<file path="src/rtl/bankGatePkg.sv">
package bankGatePkg;

  localparam int NUM_BANKS = 4;
  localparam int BANK_W    = $clog2(NUM_BANKS);

  localparam logic [3:0] CMD_NOP    = 4'd0;
  localparam logic [3:0] CMD_ACT    = 4'd1;
  localparam logic [3:0] CMD_RD     = 4'd2;
  localparam logic [3:0] CMD_RDA    = 4'd3;
  localparam logic [3:0] CMD_WR     = 4'd4;
  localparam logic [3:0] CMD_WRA    = 4'd5;
  localparam logic [3:0] CMD_PRE    = 4'd6;
  localparam logic [3:0] CMD_PREALL = 4'd7;
  localparam logic [3:0] CMD_REF    = 4'd8;
  localparam logic [3:0] CMD_MRS    = 4'd9;
  localparam logic [3:0] CMD_BST    = 4'd10;

  // Per-bank strobes from the decision logic to the bank timers
  typedef struct packed {
    logic [NUM_BANKS-1:0] act;      // open row, start activate timers
    logic [NUM_BANKS-1:0] preShort; // close row, precharge wait
    logic [NUM_BANKS-1:0] preLong;  // close row, write recovery plus precharge wait
    logic [NUM_BANKS-1:0] wrRec;    // start write recovery before precharge
  } bankStrobe_t;

  function automatic int ceilDiv(input int num, input int den);
    return (num + den - 1) / den;
  endfunction

endpackage

</file>
<file path="src/rtl/bankTimers.sv">
module bankTimers
  import bankGatePkg::*;
#(
  parameter int TRCD = 3,
  parameter int TRAS = 6,
  parameter int TRC  = 8,
  parameter int TRP  = 3,
  parameter int TRDL = 2
) (
  input  logic                 clk,
  input  logic                 rstN,
  input  bankStrobe_t          strb,
  output logic [NUM_BANKS-1:0] bankOpen,
  output logic [NUM_BANKS-1:0] actReady,
  output logic [NUM_BANKS-1:0] colReady,
  output logic [NUM_BANKS-1:0] preReady,
  output logic [NUM_BANKS-1:0] idleReady
);

  localparam int CW = $clog2(TRC + TRAS + TRCD + TRP + TRDL + 1);
  localparam logic [CW-1:0] RCD_LD = CW'(TRCD - 1);
  localparam logic [CW-1:0] RAS_LD = CW'(TRAS - 1);
  localparam logic [CW-1:0] RC_LD  = CW'(TRC - 1);
  localparam logic [CW-1:0] RP_LD  = CW'(TRP - 1);
  localparam logic [CW-1:0] DAL_LD = CW'(TRDL + TRP - 1);
  localparam logic [CW-1:0] RDL_LD = CW'(TRDL - 1);

  for (genvar i = 0; i < NUM_BANKS; i++) begin : g_bank
    logic          openQ;
    logic [CW-1:0] rcdCnt, rasCnt, rcCnt, rpCnt, wrCnt;

    always_ff @(posedge clk or negedge rstN) begin
      if (!rstN) begin
        openQ  <= 1'b0;
        rcdCnt <= '0;
        rasCnt <= '0;
        rcCnt  <= '0;
      end else if (strb.act[i]) begin
        openQ  <= 1'b1;
        rcdCnt <= RCD_LD;
        rasCnt <= RAS_LD;
        rcCnt  <= RC_LD;
      end else begin
        if (strb.preShort[i] || strb.preLong[i]) openQ <= 1'b0;
        if (rcdCnt != '0) rcdCnt <= rcdCnt - 1'b1;
        if (rasCnt != '0) rasCnt <= rasCnt - 1'b1;
        if (rcCnt != '0)  rcCnt  <= rcCnt - 1'b1;
      end
    end

    always_ff @(posedge clk or negedge rstN) begin
      if (!rstN) begin
        rpCnt <= '0;
        wrCnt <= '0;
      end else begin
        if (strb.preLong[i])       rpCnt <= DAL_LD;
        else if (strb.preShort[i]) rpCnt <= RP_LD;
        else if (rpCnt != '0)      rpCnt <= rpCnt - 1'b1;

        if (strb.wrRec[i])         wrCnt <= RDL_LD;
        else if (wrCnt != '0)      wrCnt <= wrCnt - 1'b1;
      end
    end

    assign bankOpen[i]  = openQ;
    assign actReady[i]  = !openQ && (rpCnt == '0) && (rcCnt == '0);
    assign colReady[i]  = openQ && (rcdCnt == '0);
    assign preReady[i]  = (rasCnt == '0) && (wrCnt == '0);
    assign idleReady[i] = !openQ && (rpCnt == '0);


    open_after_act_chk: assert property (@(posedge clk) disable iff (!rstN)
      strb.act[i] |=> bankOpen[i]);

    if (TRAS > 1) begin : g_rasChk

      ras_hold_chk: assert property (@(posedge clk) disable iff (!rstN)
        strb.act[i] |=> !preReady[i]);
    end

    if (TRP > 1) begin : g_rpChk

      rp_hold_chk: assert property (@(posedge clk) disable iff (!rstN)
        $fell(bankOpen[i]) |-> !actReady[i]);
    end
  end

endmodule

</file>
<file path="src/rtl/bankCtrl.sv">
module bankCtrl
  import bankGatePkg::*;
#(
  parameter int TRRD = 2,
  parameter int TMRD = 2
) (
  input  logic                 clk,
  input  logic                 rstN,
  input  logic [3:0]           cmdReq,
  input  logic [BANK_W-1:0]    bankSel,
  input  logic                 burstEnd,
  input  logic [NUM_BANKS-1:0] bankOpen,
  input  logic [NUM_BANKS-1:0] actReady,
  input  logic [NUM_BANKS-1:0] colReady,
  input  logic [NUM_BANKS-1:0] preReady,
  input  logic [NUM_BANKS-1:0] idleReady,
  output logic                 issueOk,
  output bankStrobe_t          strb
);

  localparam int GW = $clog2(TRRD + TMRD + 2);
  localparam logic [GW-1:0] RRD_LD = GW'(TRRD - 1);
  localparam logic [GW-1:0] MRD_LD = GW'(TMRD - 1);

  logic [GW-1:0]        rrdCnt, mrsCnt;
  logic                 bActive, bWrite, bAuto;
  logic [BANK_W-1:0]    bBank;
  logic [NUM_BANKS-1:0] selMask, burstMask, preOkVec;
  logic                 isCol, isWrite, isAuto, apBusy, issue, endEv;

  assign selMask   = NUM_BANKS'(1) << bankSel;
  assign burstMask = NUM_BANKS'(1) << bBank;
  assign isWrite   = (cmdReq == CMD_WR) || (cmdReq == CMD_WRA);
  assign isAuto    = (cmdReq == CMD_RDA) || (cmdReq == CMD_WRA);
  assign isCol     = isWrite || (cmdReq == CMD_RD) || (cmdReq == CMD_RDA);
  assign apBusy    = bActive && bAuto;

  always_comb begin
    for (int i = 0; i < NUM_BANKS; i++) begin
      preOkVec[i] = !bankOpen[i] ||
                    (preReady[i] && !(bActive && (bBank == BANK_W'(i)) && (bWrite || bAuto)));
    end
  end

  always_comb begin
    case (cmdReq)
      CMD_ACT:               issueOk = actReady[bankSel] && (rrdCnt == '0);
      CMD_RD, CMD_RDA,
      CMD_WR, CMD_WRA:       issueOk = colReady[bankSel] && !apBusy;
      CMD_PRE:               issueOk = preOkVec[bankSel];
      CMD_PREALL:            issueOk = &preOkVec;
      CMD_REF, CMD_MRS:      issueOk = &idleReady;
      CMD_BST:               issueOk = !apBusy;
      default:               issueOk = 1'b1;
    endcase
    if ((mrsCnt != '0) && (cmdReq != CMD_NOP)) issueOk = 1'b0;
  end

  assign issue = issueOk && (cmdReq != CMD_NOP);
  assign endEv = bActive && (burstEnd ||
                 (issue && (isCol || (cmdReq == CMD_BST) || (cmdReq == CMD_PREALL) ||
                            ((cmdReq == CMD_PRE) && (bankSel == bBank)))));

  always_comb begin
    strb          = '0;
    strb.act      = (issue && (cmdReq == CMD_ACT)) ? selMask : '0;
    strb.preShort = (issue && (cmdReq == CMD_PRE))    ? (selMask & bankOpen) :
                    (issue && (cmdReq == CMD_PREALL)) ? bankOpen : '0;
    if (endEv && bAuto && !bWrite) strb.preShort = strb.preShort | burstMask;
    strb.preLong  = (endEv && bAuto && bWrite)  ? burstMask : '0;
    strb.wrRec    = (endEv && !bAuto && bWrite) ? burstMask : '0;
  end

  always_ff @(posedge clk or negedge rstN) begin
    if (!rstN) begin
      bActive <= 1'b0;
      bWrite  <= 1'b0;
      bAuto   <= 1'b0;
      bBank   <= '0;
      rrdCnt  <= '0;
      mrsCnt  <= '0;
    end else begin
      if (issue && isCol) begin
        bActive <= 1'b1;
        bWrite  <= isWrite;
        bAuto   <= isAuto;
        bBank   <= bankSel;
      end else if (endEv) begin
        bActive <= 1'b0;
      end

      if (issue && (cmdReq == CMD_ACT)) rrdCnt <= RRD_LD;
      else if (rrdCnt != '0)            rrdCnt <= rrdCnt - 1'b1;

      if (issue && (cmdReq == CMD_MRS)) mrsCnt <= MRD_LD;
      else if (mrsCnt != '0)            mrsCnt <= mrsCnt - 1'b1;
    end
  end


  ref_idle_chk: assert property (@(posedge clk) disable iff (!rstN)
    (issue && ((cmdReq == CMD_REF) || (cmdReq == CMD_MRS))) |-> (bankOpen == '0));


  ap_block_chk: assert property (@(posedge clk) disable iff (!rstN)
    (issue && isAuto) |=> !(issueOk && isCol));

  if (TRRD > 1) begin : g_rrdChk

    rrd_gap_chk: assert property (@(posedge clk) disable iff (!rstN)
      (issue && (cmdReq == CMD_ACT)) |=> !(issueOk && (cmdReq == CMD_ACT)));
  end

  if (TMRD > 1) begin : g_mrdChk

    mrs_gap_chk: assert property (@(posedge clk) disable iff (!rstN)
      (issue && (cmdReq == CMD_MRS)) |=> !(issueOk && (cmdReq != CMD_NOP)));
  end

endmodule

</file>
<file path="src/rtl/bankTimingGate.sv">
module bankTimingGate
  import bankGatePkg::*;
#(
  parameter int CLK_PS  = 8000,
  parameter int TRCD_PS = 18000,
  parameter int TRAS_PS = 42000,
  parameter int TRC_PS  = 60000,
  parameter int TRP_PS  = 18000,
  parameter int TRRD_PS = 12000,
  parameter int TRDL_CK = 2,
  parameter int TMRD_CK = 2
) (
  input  logic                 clk,
  input  logic                 rstN,
  input  logic [3:0]           cmdReq,
  input  logic [BANK_W-1:0]    bankSel,
  input  logic                 burstEnd,
  output logic                 issueOk,
  output logic [NUM_BANKS-1:0] bankOpen
);

  localparam int TRCD = ceilDiv(TRCD_PS, CLK_PS);
  localparam int TRAS = ceilDiv(TRAS_PS, CLK_PS);
  localparam int TRC  = ceilDiv(TRC_PS, CLK_PS);
  localparam int TRP  = ceilDiv(TRP_PS, CLK_PS);
  localparam int TRRD = ceilDiv(TRRD_PS, CLK_PS);

  bankStrobe_t          strb;
  logic [NUM_BANKS-1:0] actReady, colReady, preReady, idleReady;

  bankCtrl #(.TRRD(TRRD), .TMRD(TMRD_CK)) i_ctrl (
    .clk(clk), .rstN(rstN), .cmdReq(cmdReq), .bankSel(bankSel), .burstEnd(burstEnd),
    .bankOpen(bankOpen), .actReady(actReady), .colReady(colReady), .preReady(preReady),
    .idleReady(idleReady), .issueOk(issueOk), .strb(strb)
  );

  bankTimers #(.TRCD(TRCD), .TRAS(TRAS), .TRC(TRC), .TRP(TRP), .TRDL(TRDL_CK)) i_timers (
    .clk(clk), .rstN(rstN), .strb(strb), .bankOpen(bankOpen), .actReady(actReady),
    .colReady(colReady), .preReady(preReady), .idleReady(idleReady)
  );

endmodule

</file>
<file path="config.mk">
export PLATFORM = sky130hd
export DESIGN_NAME = bankTimingGate
export DESIGN_NICKNAME = d
export VERILOG_FILES = /design/src/rtl/bankGatePkg.sv /design/src/rtl/bankTimers.sv /design/src/rtl/bankCtrl.sv /design/src/rtl/bankTimingGate.sv
export SDC_FILE = /design/constraint.sdc
export NUM_CORES = 1
export LEC_CHECK = 0
export ABC_AREA = 0
export BUFFER_PORTS_ARGS = -buffer_cell sky130_fd_sc_hd__buf_2
export CAP_MARGIN = 20
export CORE_MARGIN = 2
export CORE_UTILIZATION = 55
export CTS_BUF_LIST = sky130_fd_sc_hd__clkbuf_8 sky130_fd_sc_hd__clkbuf_16
export DETAILED_ROUTE_END_ITERATION = 8
export PLACE_DENSITY = 0.79
export REMOVE_ABC_BUFFERS = 1
export SLEW_MARGIN = 20
export SYNTH_ARGS = -nofsm -noshare
export SYNTH_HDL_FRONTEND = slang
export SYNTH_SLANG_ARGS = --single-unit
</file>
<file path="constraint.sdc">
create_clock -name clk -period 6.4 [get_ports clk]
set_input_delay 0.64 -clock clk [delete_from_list [all_inputs] [get_ports clk]]
set_output_delay 0.64 -clock clk [all_outputs]
set_load 0.01 [all_outputs]
</file>
==> impl_metrics.json <==
{
  "status": "completed",
  "synth_xor_area_frac": 0.0661,
  "die-area_sq_um": 12900,
  "drv_cap": 0,
  "ys.warnings.count": 0,
  "dr.pass1.iters": 5,
  "cts.sinks": 115,
  "fp-row-count": 40,
  "crit_path_end": "issueOk",
  "wire_per_inst_um": 16.2,
  "drive_above_1_share": 0.111,
  "most-common-layout-cells": "115 x dfrtp_1, 82 x nor2_1, 66 x nand2_1",
  "antenna_found_initial": 0,
  "nNetsFinal": 760,
  "synthAdderAreaFrac": 0.0831,
  "post_cts_resized": 0,
  "final.setup.tns_ns": 0,
  "overflow": 0,
  "setup_ws_ns": 2.65,
  "final.min_clock_period_ns": 3.75,
  "core-area_sq_um": 11900,
  "async_reset_ff_frac": 1.00,
  "critical_path_class": "register to output pin",
  "reg2reg_slack_ns": 3.18,
  "power_density_nw_per_um2": 533,
  "drv_slew": 0,
  "cts_setup_buffers": 0,
  "reg2reg_to": "i_timers.g_bank[3].rpCnt[2]",
  "max_slew_margin": 0.426,
  "yosys.area_share.simple": 0.251,
  "antenna_cells": 0,
  "grt_setup_unrepaired": "no",
  "h-tree-depth": 4,
  "hold_class": "input pin to async pin",
  "antenna_left": 0,
  "crit_required_ns": 5.76,
  "start_util": 0.557,
  "totalWireLength_um": 14100,
  "crit_arrival_ns": 3.11,
  "drt_iter0_drc": 537,
  "die_w_um": 114,
  "synth_cells": 692,
  "synth_compound_area_frac": 0.111,
  "ys_ff_latch": 115,
  "worstRegToRegCells": 10,
  "num_vias": 5129,
  "io_pins": 14,
  "cts_inserted_buffers": 17,
  "yosysUniqueCellTypes": 70,
  "grt_pass1_wl_um": 23900,
  "grt_max_degree": 69,
  "setup_viol": 0,
  "gp_congestion": 0.914,
  "avgSynthCellArea_sq_um": 9.58,
  "max_stage_delay_ns": 0.52,
  "crit_cells": 9,
  "die_h_um": 114,
  "final_common_cell": "dfrtp_1",
  "holdWs_ns": 0.342,
  "seq_area_frac_synth": 0.434,
  "root_buffer": "clkbuf_16",
  "critPathLaunchType": "register",
  "ys.flop_type": "dfrtp_1",
  "fin_cells": 867,
  "drc": 0,
  "clock_skew_ns": 0.00815,
  "track_usage": 0.235,
  "cts_max_path_buffers": 2,
  "clk_latency_ns": 0.42,
  "clk_pin_slew_worst_paths_ns": 0.05,
  "area_growth_pct": 11.6,
  "hold_viol": 0,
  "routed_via_density": 5.92,
  "fmax_ghz": 0.266,
  "dp_hpwl_um": 9800,
  "synth_edf_count": 0,
  "path_buf_inv": 2,
  "tightest_slew_ns": 0.849,
  "path_max_fanout": 8,
  "p_leak_nw": 3.29,
  "critPathLaunch": "i_timers.g_bank[0].rasCnt[0]",
  "io_buffers": 13,
  "path_cells": "inv_1 > ha_1 > nor4b_1 > o311ai_0 > a222oi_1 > nand2_1 > a41o_4 > o41ai_1 > buf_2",
  "fin_util": 0.621,
  "grt_pass1_vias": 5137,
  "ir_drop_v": 0.000299,
  "rr_startpoint": "i_timers.g_bank[0].rasCnt[0]",
  "dp_cells": 835,
  "finalCritPeriodShare": 0.587,
  "dpl_worst_slack_ns": 3.13,
  "hold_buffers": 0,
  "end_kind": "output pin",
  "synth_top_family_by_area": "simple AND/OR/NAND/NOR gates",
  "slowest_stage": "nor4b_1",
  "cts_tree": "done",
  "syn_area_sq_um": 6630,
  "path_delay_family": "compound AO/OA/AOI/OAI gates",
  "synthMuxAreaShare": 0.0117
}
==> flip-flops by register name, indices dropped and copies added, names as in the netlist <==
register,flops
i_ctrl.bAuto,1
i_timers.g_bank.rasCnt,20
i_ctrl.bActive,1
i_timers.g_bank.rcCnt,20
i_timers.g_bank.wrCnt,20
i_ctrl.bBank,2
i_timers.g_bank.openQ,4
i_ctrl.bWrite,1
i_ctrl.rrdCnt,3
i_timers.g_bank.rcdCnt,20
i_timers.g_bank.rpCnt,20
i_ctrl.mrsCnt,3
==> through the flow <==
step / area (sq um) / power, mW
floorplan: 6530 / 2.58
detailed placement: 6790 / 2.94
CTS: 7400 / 3.96
global placement: 6790 / 2.80
global route: 7400 / 4.26
finish: 7400 / 3.95
==> power breakdown <==
| part | leakage [nW] | internal [mW] | switching [mW] |
|---|---|---|---|
| Combinational | 1.60 | 0.709 | 0.787 |
| Sequential | 1.38 | 1.11 | 0.363 |
| Clock | 0.317 | 0.652 | 0.326 |
==> cell families after synthesis <==
| kind of cell | count (synthesis) |
|---|---|
| compound gates | 107 |
| xor+xnor | 50 |
| fa+ha+maj | 44 |
| buf+inv | 69 |
| flops | 115 |
| mux | 7 |
| simple gates | 300 |
==> cells in the mapped netlist, types with 8 or more instances <==
master	count	area share
a21o_1	8	0.0091
a21oi_1	35	0.026
dfrtp_1	115	0.43
ha_1	44	0.083
inv_1	51	0.029
nand2_1	66	0.037
nand2b_1	15	0.014
nand3_1	8	0.0060
nor2_1	82	0.046
nor2b_1	9	0.0085
nor3_1	32	0.024
nor4_1	17	0.016
nor4b_2	8	0.018
o211ai_1	10	0.011
o21ai_0	18	0.014
or3_1	15	0.014
xnor2_1	41	0.054
xor2_1	9	0.012
==> worst min-delay path by stage <==
stage                                        end  slack (ns)  cells past startpoint
floorplan                         i_ctrl.bActive        0.34                      0
global placement     i_timers.g_bank[2].rcCnt[3]        0.48                      1
detailed placement   i_timers.g_bank[2].rcCnt[3]        0.49                      1
CTS                  i_timers.g_bank[1].rcCnt[0]        0.37                      1
global route        i_timers.g_bank[1].rasCnt[2]        0.42                      1
finish              i_timers.g_bank[1].rasCnt[3]        0.34                      1
==> cell type report <==
class / count / area, sq um
Multi-Input combinational cell: 508 / 3460
Inverter: 51 / 191
Timing Repair Buffer: 14 / 75.1
Fill cell: 937 / 4510
Clock buffer: 18 / 439
Tap cell: 147 / 184
Sequential cell: 115 / 2880
Clock inverter: 14 / 170
==> metal layers <==
metal,GRT usage,vias up,wire [um]
li1,-,2445,-
met1,0.281,2494,5880
met2,0.401,154,7090
met3,0.0723,36,788
met4,0.0837,0,328
met5,0,-,0
No activity file was read; power rests on OpenSTA's default activity.
